**src/rtl/smi_timer_pkg.sv**
```systemverilog
package smi_timer_pkg;
  localparam int STS_W       = 16;
  localparam int SWT_STS_BIT = 6;
  localparam int PER_STS_BIT = 14;
  localparam logic [STS_W-1:0] STS_WMASK =
    (STS_W'(1) << SWT_STS_BIT) | (STS_W'(1) << PER_STS_BIT);

  // Software timer period in 0.5 ms ticks
  function automatic int unsigned swt_period_ticks(input logic [1:0] sel);
    if (sel == 2'd0) return 3;
    return 32'd16 << sel;
  endfunction

  // Periodic timer period in ticks, for tps ticks per second
  function automatic int unsigned per_period_ticks(input logic [1:0] sel,
                                                   input int unsigned tps);
    return (32'd8 << (2'd3 - sel)) * tps;
  endfunction
endpackage

```
**src/rtl/smi_rate_decode.sv**
```systemverilog
module smi_rate_decode
  import smi_timer_pkg::*;
#(
  parameter bit          IS_PERIODIC   = 1'b0,
  parameter int unsigned FIELD_LSB     = 6,
  parameter int unsigned TICKS_PER_SEC = 2000,
  parameter int unsigned CNT_W         = 17
) (
  input  logic [15:0]      cfg,
  output logic [CNT_W-1:0] period
);
  logic [1:0] sel;
  assign sel = 2'(cfg >> FIELD_LSB);

  generate
    if (IS_PERIODIC) begin : g_per
      assign period = CNT_W'(per_period_ticks(sel, TICKS_PER_SEC));
    end else begin : g_swt
      assign period = CNT_W'(swt_period_ticks(sel));
    end
  endgenerate
endmodule

```
**src/rtl/smi_timer_chan.sv**
```systemverilog
module smi_timer_chan #(
  parameter int unsigned CNT_W     = 17,
  parameter int unsigned MAX_TICKS = 128000
) (
  input  logic             clk,
  input  logic             rst_n,
  input  logic             tick,
  input  logic             en,
  input  logic [CNT_W-1:0] load_val,
  output logic             expire
);
  logic             en_q;
  logic             armed;
  logic [CNT_W-1:0] cnt;
  logic             arm_evt;

  assign arm_evt = en && !en_q;
  assign expire  = armed && en && en_q && tick && (cnt == CNT_W'(1));

  always_ff @(posedge clk) begin
    if (!rst_n) begin
      en_q  <= 1'b0;
      armed <= 1'b0;
      cnt   <= '0;
    end else begin
      en_q <= en;
      if (!en) begin
        armed <= 1'b0;
        cnt   <= '0;
      end else if (arm_evt) begin
        armed <= 1'b1;
        cnt   <= load_val;
      end else if (armed && tick) begin
        cnt <= expire ? load_val : cnt - CNT_W'(1);
      end
    end
  end


  cancel_chk: assert property (@(posedge clk) disable iff (!rst_n)
    !en |=> !expire);

  arm_load_chk: assert property (@(posedge clk) disable iff (!rst_n)
    arm_evt |=> (cnt == $past(load_val)));

  rearm_chk: assert property (@(posedge clk) disable iff (!rst_n)
    expire |=> (cnt == $past(load_val)));

  cnt_bound_chk: assert property (@(posedge clk) disable iff (!rst_n)
    32'(cnt) <= MAX_TICKS);
endmodule

```
**src/rtl/smi_status_reg.sv**
```systemverilog
module smi_status_reg
  import smi_timer_pkg::*;
(
  input  logic             clk,
  input  logic             rst_n,
  input  logic             swt_set,
  input  logic             per_set,
  input  logic             wr,
  input  logic [STS_W-1:0] wdata,
  output logic [STS_W-1:0] sts
);
  localparam logic [STS_W-1:0] SWT_ONE = STS_W'(1) << SWT_STS_BIT;
  localparam logic [STS_W-1:0] PER_ONE = STS_W'(1) << PER_STS_BIT;

  logic [STS_W-1:0] sts_nxt;

  always_comb begin
    sts_nxt = sts;
    if (wr)      sts_nxt = sts_nxt & ~(wdata & STS_WMASK);
    if (per_set) sts_nxt = PER_ONE;
    if (swt_set) sts_nxt = sts_nxt | SWT_ONE;
  end

  always_ff @(posedge clk) begin
    if (!rst_n) sts <= '0;
    else        sts <= sts_nxt;
  end


  swt_set_chk: assert property (@(posedge clk) disable iff (!rst_n)
    swt_set |=> sts[SWT_STS_BIT]);

  per_overwrite_chk: assert property (@(posedge clk) disable iff (!rst_n)
    (per_set && !swt_set) |=> (sts == PER_ONE));

  full_clear_chk: assert property (@(posedge clk) disable iff (!rst_n)
    (wr && ((wdata & STS_WMASK) == STS_WMASK) && !swt_set && !per_set)
      |=> (sts == '0));
endmodule

```
**src/rtl/smi_timer_unit.sv**
```systemverilog
module smi_timer_unit
  import smi_timer_pkg::*;
#(
  parameter int unsigned TICKS_PER_SEC = 2000
) (
  input  logic        clk,
  input  logic        rst_n,
  input  logic        tick,
  input  logic [15:0] swt_cfg,
  input  logic [15:0] pert_cfg,
  input  logic        swt_en,
  input  logic        pert_en,
  input  logic        sts_wr,
  input  logic [15:0] sts_wdata,
  output logic [15:0] sts,
  output logic        smi_req
);
  localparam int unsigned PER_MAX   = 64 * TICKS_PER_SEC;
  localparam int unsigned MAX_TICKS = (PER_MAX > 128) ? PER_MAX : 128;
  localparam int unsigned CNT_W     = $clog2(MAX_TICKS + 1);

  logic [CNT_W-1:0] swt_period;
  logic [CNT_W-1:0] per_period;
  logic             swt_expire;
  logic             per_expire;
  logic             any_expire;

  smi_rate_decode #(
    .IS_PERIODIC(1'b0), .FIELD_LSB(6),
    .TICKS_PER_SEC(TICKS_PER_SEC), .CNT_W(CNT_W)
  ) u_swt_dec (.cfg(swt_cfg), .period(swt_period));

  smi_rate_decode #(
    .IS_PERIODIC(1'b1), .FIELD_LSB(0),
    .TICKS_PER_SEC(TICKS_PER_SEC), .CNT_W(CNT_W)
  ) u_per_dec (.cfg(pert_cfg), .period(per_period));

  smi_timer_chan #(.CNT_W(CNT_W), .MAX_TICKS(MAX_TICKS)) u_swt_chan (
    .clk(clk), .rst_n(rst_n), .tick(tick), .en(swt_en),
    .load_val(swt_period), .expire(swt_expire)
  );

  smi_timer_chan #(.CNT_W(CNT_W), .MAX_TICKS(MAX_TICKS)) u_per_chan (
    .clk(clk), .rst_n(rst_n), .tick(tick), .en(pert_en),
    .load_val(per_period), .expire(per_expire)
  );

  smi_status_reg u_sts (
    .clk(clk), .rst_n(rst_n), .swt_set(swt_expire), .per_set(per_expire),
    .wr(sts_wr), .wdata(sts_wdata), .sts(sts)
  );

  assign any_expire = swt_expire || per_expire;

  always_ff @(posedge clk) begin
    if (!rst_n) smi_req <= 1'b0;
    else        smi_req <= any_expire;
  end


  swt_pulse_chk: assert property (@(posedge clk) disable iff (!rst_n)
    swt_expire |=> (smi_req && sts[SWT_STS_BIT]));

  per_pulse_chk: assert property (@(posedge clk) disable iff (!rst_n)
    per_expire |=> (smi_req && sts[PER_STS_BIT]));

  no_spurious_chk: assert property (@(posedge clk) disable iff (!rst_n)
    !any_expire |=> !smi_req);
endmodule

```
**config.mk**
```make
export PLATFORM = sky130hd
export DESIGN_NAME = smi_timer_unit
export DESIGN_NICKNAME = d
export VERILOG_FILES = /design/src/rtl/smi_timer_pkg.sv /design/src/rtl/smi_rate_decode.sv /design/src/rtl/smi_timer_chan.sv /design/src/rtl/smi_status_reg.sv /design/src/rtl/smi_timer_unit.sv
export SDC_FILE = /design/constraint.sdc
export NUM_CORES = 1
export LEC_CHECK = 0
export ABC_AREA = 1
export CAP_MARGIN = 20
export CORE_MARGIN = 2
export CORE_UTILIZATION = 30
export CTS_CLUSTER_SIZE = 30
export DETAILED_ROUTE_END_ITERATION = 8
export GPL_ROUTABILITY_DRIVEN = 1
export GPL_TIMING_DRIVEN = 0
export PLACE_DENSITY = 0.57
export SYNTH_ARGS = -nofsm -noshare
export SYNTH_HDL_FRONTEND = slang
export SYNTH_SLANG_ARGS = --single-unit
export TNS_END_PERCENT = 5
```
**constraint.sdc**
```tcl
create_clock -name clk -period 4.5 [get_ports clk]
set_input_delay 0.9 -clock clk [delete_from_list [all_inputs] [get_ports clk]]
set_output_delay 0.9 -clock clk [all_outputs]
set_load 0.03 [all_outputs]
```
[Yosys cells after proc, flatten, opt, wreduce, memory -nomap -nowiden]
Index checks and enable logic that the tools add are counted.
Operators by class
  mux-type cells: 12
  bitwise operators: 4
  shift-type cells: 2
  equality and inequality tests: 2
  reductions and logical operators: 22
  $add $sub $neg: 3
  multipliers: 1
Operators by type and width (number)
  $mux W17: 7
  $eq A17 B1 Y1 const B: 2
  $sub A17 B1 Y17 const B: 2
  $mul A32 B7 Y13 const B: 1
  $mux W16: 2
  $shl A4 B2 Y32 const A: 1
  $shl A5 B2 Y17 const A: 1
  $and A16 B16 Y16: 1
  $not A15 Y16: 1
  $logic_and A1 B1 Y1: 12
  $mux W7: 1
  $reduce_and A2 Y1: 2
  $reduce_bool A2 Y1: 2
  $reduce_bool A3 Y1: 1
  $reduce_or A3 Y1: 1
  $logic_not A1 Y1: 2
  $logic_not A2 Y1: 1
  $mux W2: 1
  $not A1 Y1: 2
  $sub A2 B2 Y2 const A: 1
  $logic_or A1 B1 Y1: 1
  $mux W1: 1
Word-level totals
  word-level logic and storage cells: 56
  output and inout port bits: 17
  register bits after elaboration: 55

[Longest topological paths before layout]
  depth in word-level cells: 7
  mapped depth: 18
  depth with buffers taken out: 18

[Modules after synthesis]
Synthesis repeated with hierarchy kept, for this count alone.
Unflattened totals
  cell total of the unflattened synthesis: 583
  area total of the unflattened synthesis: 3877.5 µm²
Modules (own cells, without submodules)
  smi_timer_chan: cells an instance 225, seq. area each 380.4 µm², area an instance 1495.2 µm², instances 2
  smi_rate_decode at u_per_dec: cells an instance 82, seq. area each 0.0 µm², area an instance 533.0 µm², instances 1
  smi_status_reg: cells an instance 26, seq. area each 40.0 µm², area an instance 195.2 µm², instances 1
  smi_rate_decode at u_swt_dec: cells an instance 21, seq. area each 0.0 µm², area an instance 127.6 µm², instances 1
  smi_timer_unit: cells an instance 4, seq. area each 20.0 µm², area an instance 31.3 µm², instances 1

[Worst setup path before layout]
No wires, ideal clock.
  kind: input to register
  start: in pert_cfg[0]
  end: reg u_per_chan.cnt[15]
  setup time: 131 ps
  buffers on the path: 0
  required time: 4369 ps
  arrival time: 3436 ps
  stages on the path: 17
  setup slack: 933 ps
  cells stage by stage: inv_1 -> ha_1 -> ha_1 -> inv_1 -> fa_1 -> fa_1 -> inv_1 -> ha_1 -> ha_1 -> nand2_1 -> nand3_1 -> nand2_1 -> nand2_1 -> nand2_1 -> nand2_1 -> a21oi_1 -> a21oi_2
On the way
  longest elaborated chain between the ends: 6
RTL lines
  start: declaration: line smi_timer_unit.sv:10  | input logic [15:0] pert_cfg,
  $sub A2 B2 Y2 *: line smi_timer_pkg.sv:17  | return (32'd8 << (2'd3 - sel)) * tps;
  $shl A4 B2 Y32 *: line smi_timer_pkg.sv:17
  $mul A32 B7 Y13 *: line smi_timer_pkg.sv:17
  $mux W17: line smi_timer_chan.sv:34  | cnt <= expire ? load_val : cnt - CNT_W'(1);
  $mux W17: line smi_timer_chan.sv:33  | end else if (armed && tick) begin
  $mux W17 *: line smi_timer_chan.sv:30  | end else if (arm_evt) begin
  end signal: assignment: line smi_timer_chan.sv:32  | cnt <= load_val;
  end signal: assignment: line smi_timer_chan.sv:34
  end: declaration: line smi_timer_chan.sv:14  | logic [CNT_W-1:0] cnt;
Mark *: on every way between the ends. The rest lies on a longest branch, timed or not. The select of a mux whose other input is x is not followed.
A chain may end at the register's enable or synchronous reset.

[Worst setup path after layout]
Same ends and word-level chain as after synthesis.

==> flow_summary.ini <==
[outcome]
status = finished, final reports clean

[drt]
vias = 2765
first_pass_iters = 4
ant_nets = 0
drcViolationCount = 0
detail_route.wl_per_cell_um = 11.2
via_per_inst = 4.51
drtIter0Drc = 125
drt_wl_total_mm = 6.88

[setup_path]
crit_path_end_kind = flop
crit_required_ps = 4680
critPathKind = in -> reg
cp_data_arrival_time_ps = 4230
crit_path_start_kind = input port
crit_fanout = 4
r2r-start = u_per_chan.cnt[0]$_SDFFE_PP0P_
r2r_end = u_per_chan.cnt[10]$_SDFFE_PN0P_
reg2reg_depth = 9
rrSetupSlack_ps = 2870

[place]
port_buffers = 14
place_hpwl_mm = 5.54
gp_congestion = 0.857

[die]
die_w_um = 105
fp-row-count = 36
die_h_um = 105
core-area_um2 = 9820
dieArea_um2 = 11000
start_util = 0.311
ioPinCount = 71

[cells_and_area]
area_growth_syn_to_layout_pct = 14.6
drive_gt1_frac = 0.160
diodes = 0
nets = 552

[synth]
synth_seq_cells = 41
synth.top_cells.by_area = dfxtp_1, nand2_1, inv_1
netlist_area_um2 = 3060
ys_dominant_reg_cell = dfxtp_1
seq_area_frac_synth = 0.268
synth_edf_count = 0
yosys-top-cells-count = nand2_1, inv_1, nor2_1
yosysMostFrequentCell = nand2_1
synthArstFlopShare = 0
yosysTopAreaCell = dfxtp_1
yosysTopAreaCellShare = 0.268
ys_types = 42
synth_warnings = 0
synthCells = 446
synth.avg_cell_area_um2 = 6.86

[clock_tree]
clockRootBuffer = clkbuf_8
cts_setup_buffers = 0
cts_made_buffers = 5
clk_pin_slew_worst_paths_ps = 90
clock_sinks = 41
insertion_delay_ps = 300
cts_tree = built
clockBufferDepth = 2
hold_buffers = 0
h-tree-depth = 2
ctsResizeCount = 0

[grt]
grt_max_degree = 13
grt_use_total = 0.134
overflow = 0
grt_antenna_before_repair = 0
grt_pass1_vias = 2670
grt_pass1_wl_mm = 12.2

[power]
finalPower_w = 0.000905
p_int_w = 0.000594
ir_drop_uv = 103
power_frac_seq = 0.427
p_per_area_nw_per_um2 = 258
leakage_nw = 1.63
combPwrFrac = 0.289
sw_frac_of_total = 0.344
p_sw_w = 0.000311
power_frac_clock = 0.284

[timing]
rsz0062_at_grt = no
setup_viol = 0
max_slew_margin = 0.594
tns_ps = 0
finalMaxSlewViolations = 0
clock-skew-final_ps = 15.8
fin_hold_ws_ps = 466
fmax_ghz = 0.246
hold_violations = 0
fin_crit_sh = 0.902
tightest_slew_ps = 610
finalCriticalPeriod_ps = 4060

[flow_run]
maxCapViolations = 0

[worst_hold_path]
hp-class = reg -> reg
hold-path-cell-count = 2
min_to = u_swt_chan.cnt[16]$_SDFFE_PN0P_
hold_start = u_swt_chan.cnt[16]$_SDFFE_PN0P_
==> cell usage in the layout (no fill, tap or decap), drive strengths merged, types with 4 or more instances in the layout <==
cell type	count
nand2	93
ha	16
conb	14
clkbuf	8
buf	15
clkdlybuf4s50	14
xor2	12
nor2	75
o22ai	4
a21oi	27
nand4	9
dfxtp	41
xnor2	4
nand3	37
inv	68
nor3	5
o21ai	23
==> area by class of cell <==
cell class	count	area, µm²
Buffer	17	124
Clock buffer	6	82.6
Clock inverter	1	7.51
Fill cell	1079	6320
Inverter	68	258
Multi-Input combinational cell	333	1900
Sequential cell	41	821
Tap cell	133	166
Timing Repair Buffer	14	140
==> power by group through the flow <==
stage                     clock network [W]  registers (W)  logic [W]
after global placement                    0       0.000394   0.000258
after floorplan                           0       0.000392   0.000209
after global routing               0.000282       0.000388   0.000301
after detailed placement                  0       0.000394   0.000261
after CTS                          0.000267       0.000386   0.000263
final                              0.000257       0.000386   0.000261
==> through the flow <==
| stage | instances | area (µm²) | utilization | worst slack (ps) |
|---|---|---|---|---|
| floorplan | 459 | 3110 | - | 933 |
| global placement | 606 | 3410 | 0.348 | 140 |
| detailed placement | 606 | 3410 | 0.348 | 83.0 |
| CTS | 613 | 3500 | 0.357 | 399 |
| global route | 613 | 3500 | 0.357 | 181 |
| finish | 613 | 3500 | 0.357 | 442 |
==> logic make-up (layout without fill, tap and decap cells) <==
group | count (synthesis) | count (layout) | synth area share
adders and majority gates | 18 | 18 | 0.0786
and+or+nand+nor | 224 | 224 | 0.370
other | 1 | 14 | 0.00123
AOI/OAI and AO/OA | 61 | 61 | 0.111
xor gates and xnor gates | 16 | 16 | 0.0458
DFF | 41 | 41 | 0.268
buffers and inverters | 85 | 106 | 0.125
==> metal layers <==
metal	up-vias	routed length, µm	global-route usage
met4	0	138	0.0495
met1	1245	3240	0.171
li1	1461	-	-
met3	12	266	0.0187
met5	-	0	0
met2	47	3230	0.229
==> worst max path at each step <==
stage	from	end	cells after the start
6_report	pert_cfg[0]	u_per_chan.cnt[15]$_SDFFE_PN0P_	18
5_1_grt	pert_cfg[0]	u_per_chan.cnt[15]$_SDFFE_PN0P_	19
4_1_cts	pert_cfg[0]	u_per_chan.cnt[15]$_SDFFE_PN0P_	18
3_5_place_dp	pert_cfg[0]	u_per_chan.cnt[15]$_SDFFE_PN0P_	18
3_3_place_gp	pert_cfg[0]	u_per_chan.cnt[15]$_SDFFE_PN0P_	18
2_1_floorplan	pert_cfg[0]	u_per_chan.cnt[15]$_SDFFE_PN0P_	17
==> worst max-delay path: stages <==
cell and delay [ps]:
clkdlybuf4s50_1 530, inv_1 100, ha_1 270, ha_1 320, inv_1 50, fa_1 460, fa_1 520, inv_1 50
ha_1 170, ha_1 170, nand2_1 80, nand3_1 90, nand2_1 80, nand2_1 60, nand2_1 90, nand2_1 60
a21oi_1 160, a21oi_2 70
==> registers in the layout (all words and copies together) (netlist names) <==
name and flops:
u_swt_chan.cnt 17, u_per_chan.armed 1, u_swt_chan.en_q 1, u_per_chan.cnt 17
smi_req 1, u_sts.sts 2, u_per_chan.en_q 1, u_swt_chan.armed 1
Note: power is estimated with default switching activity, not from simulation.
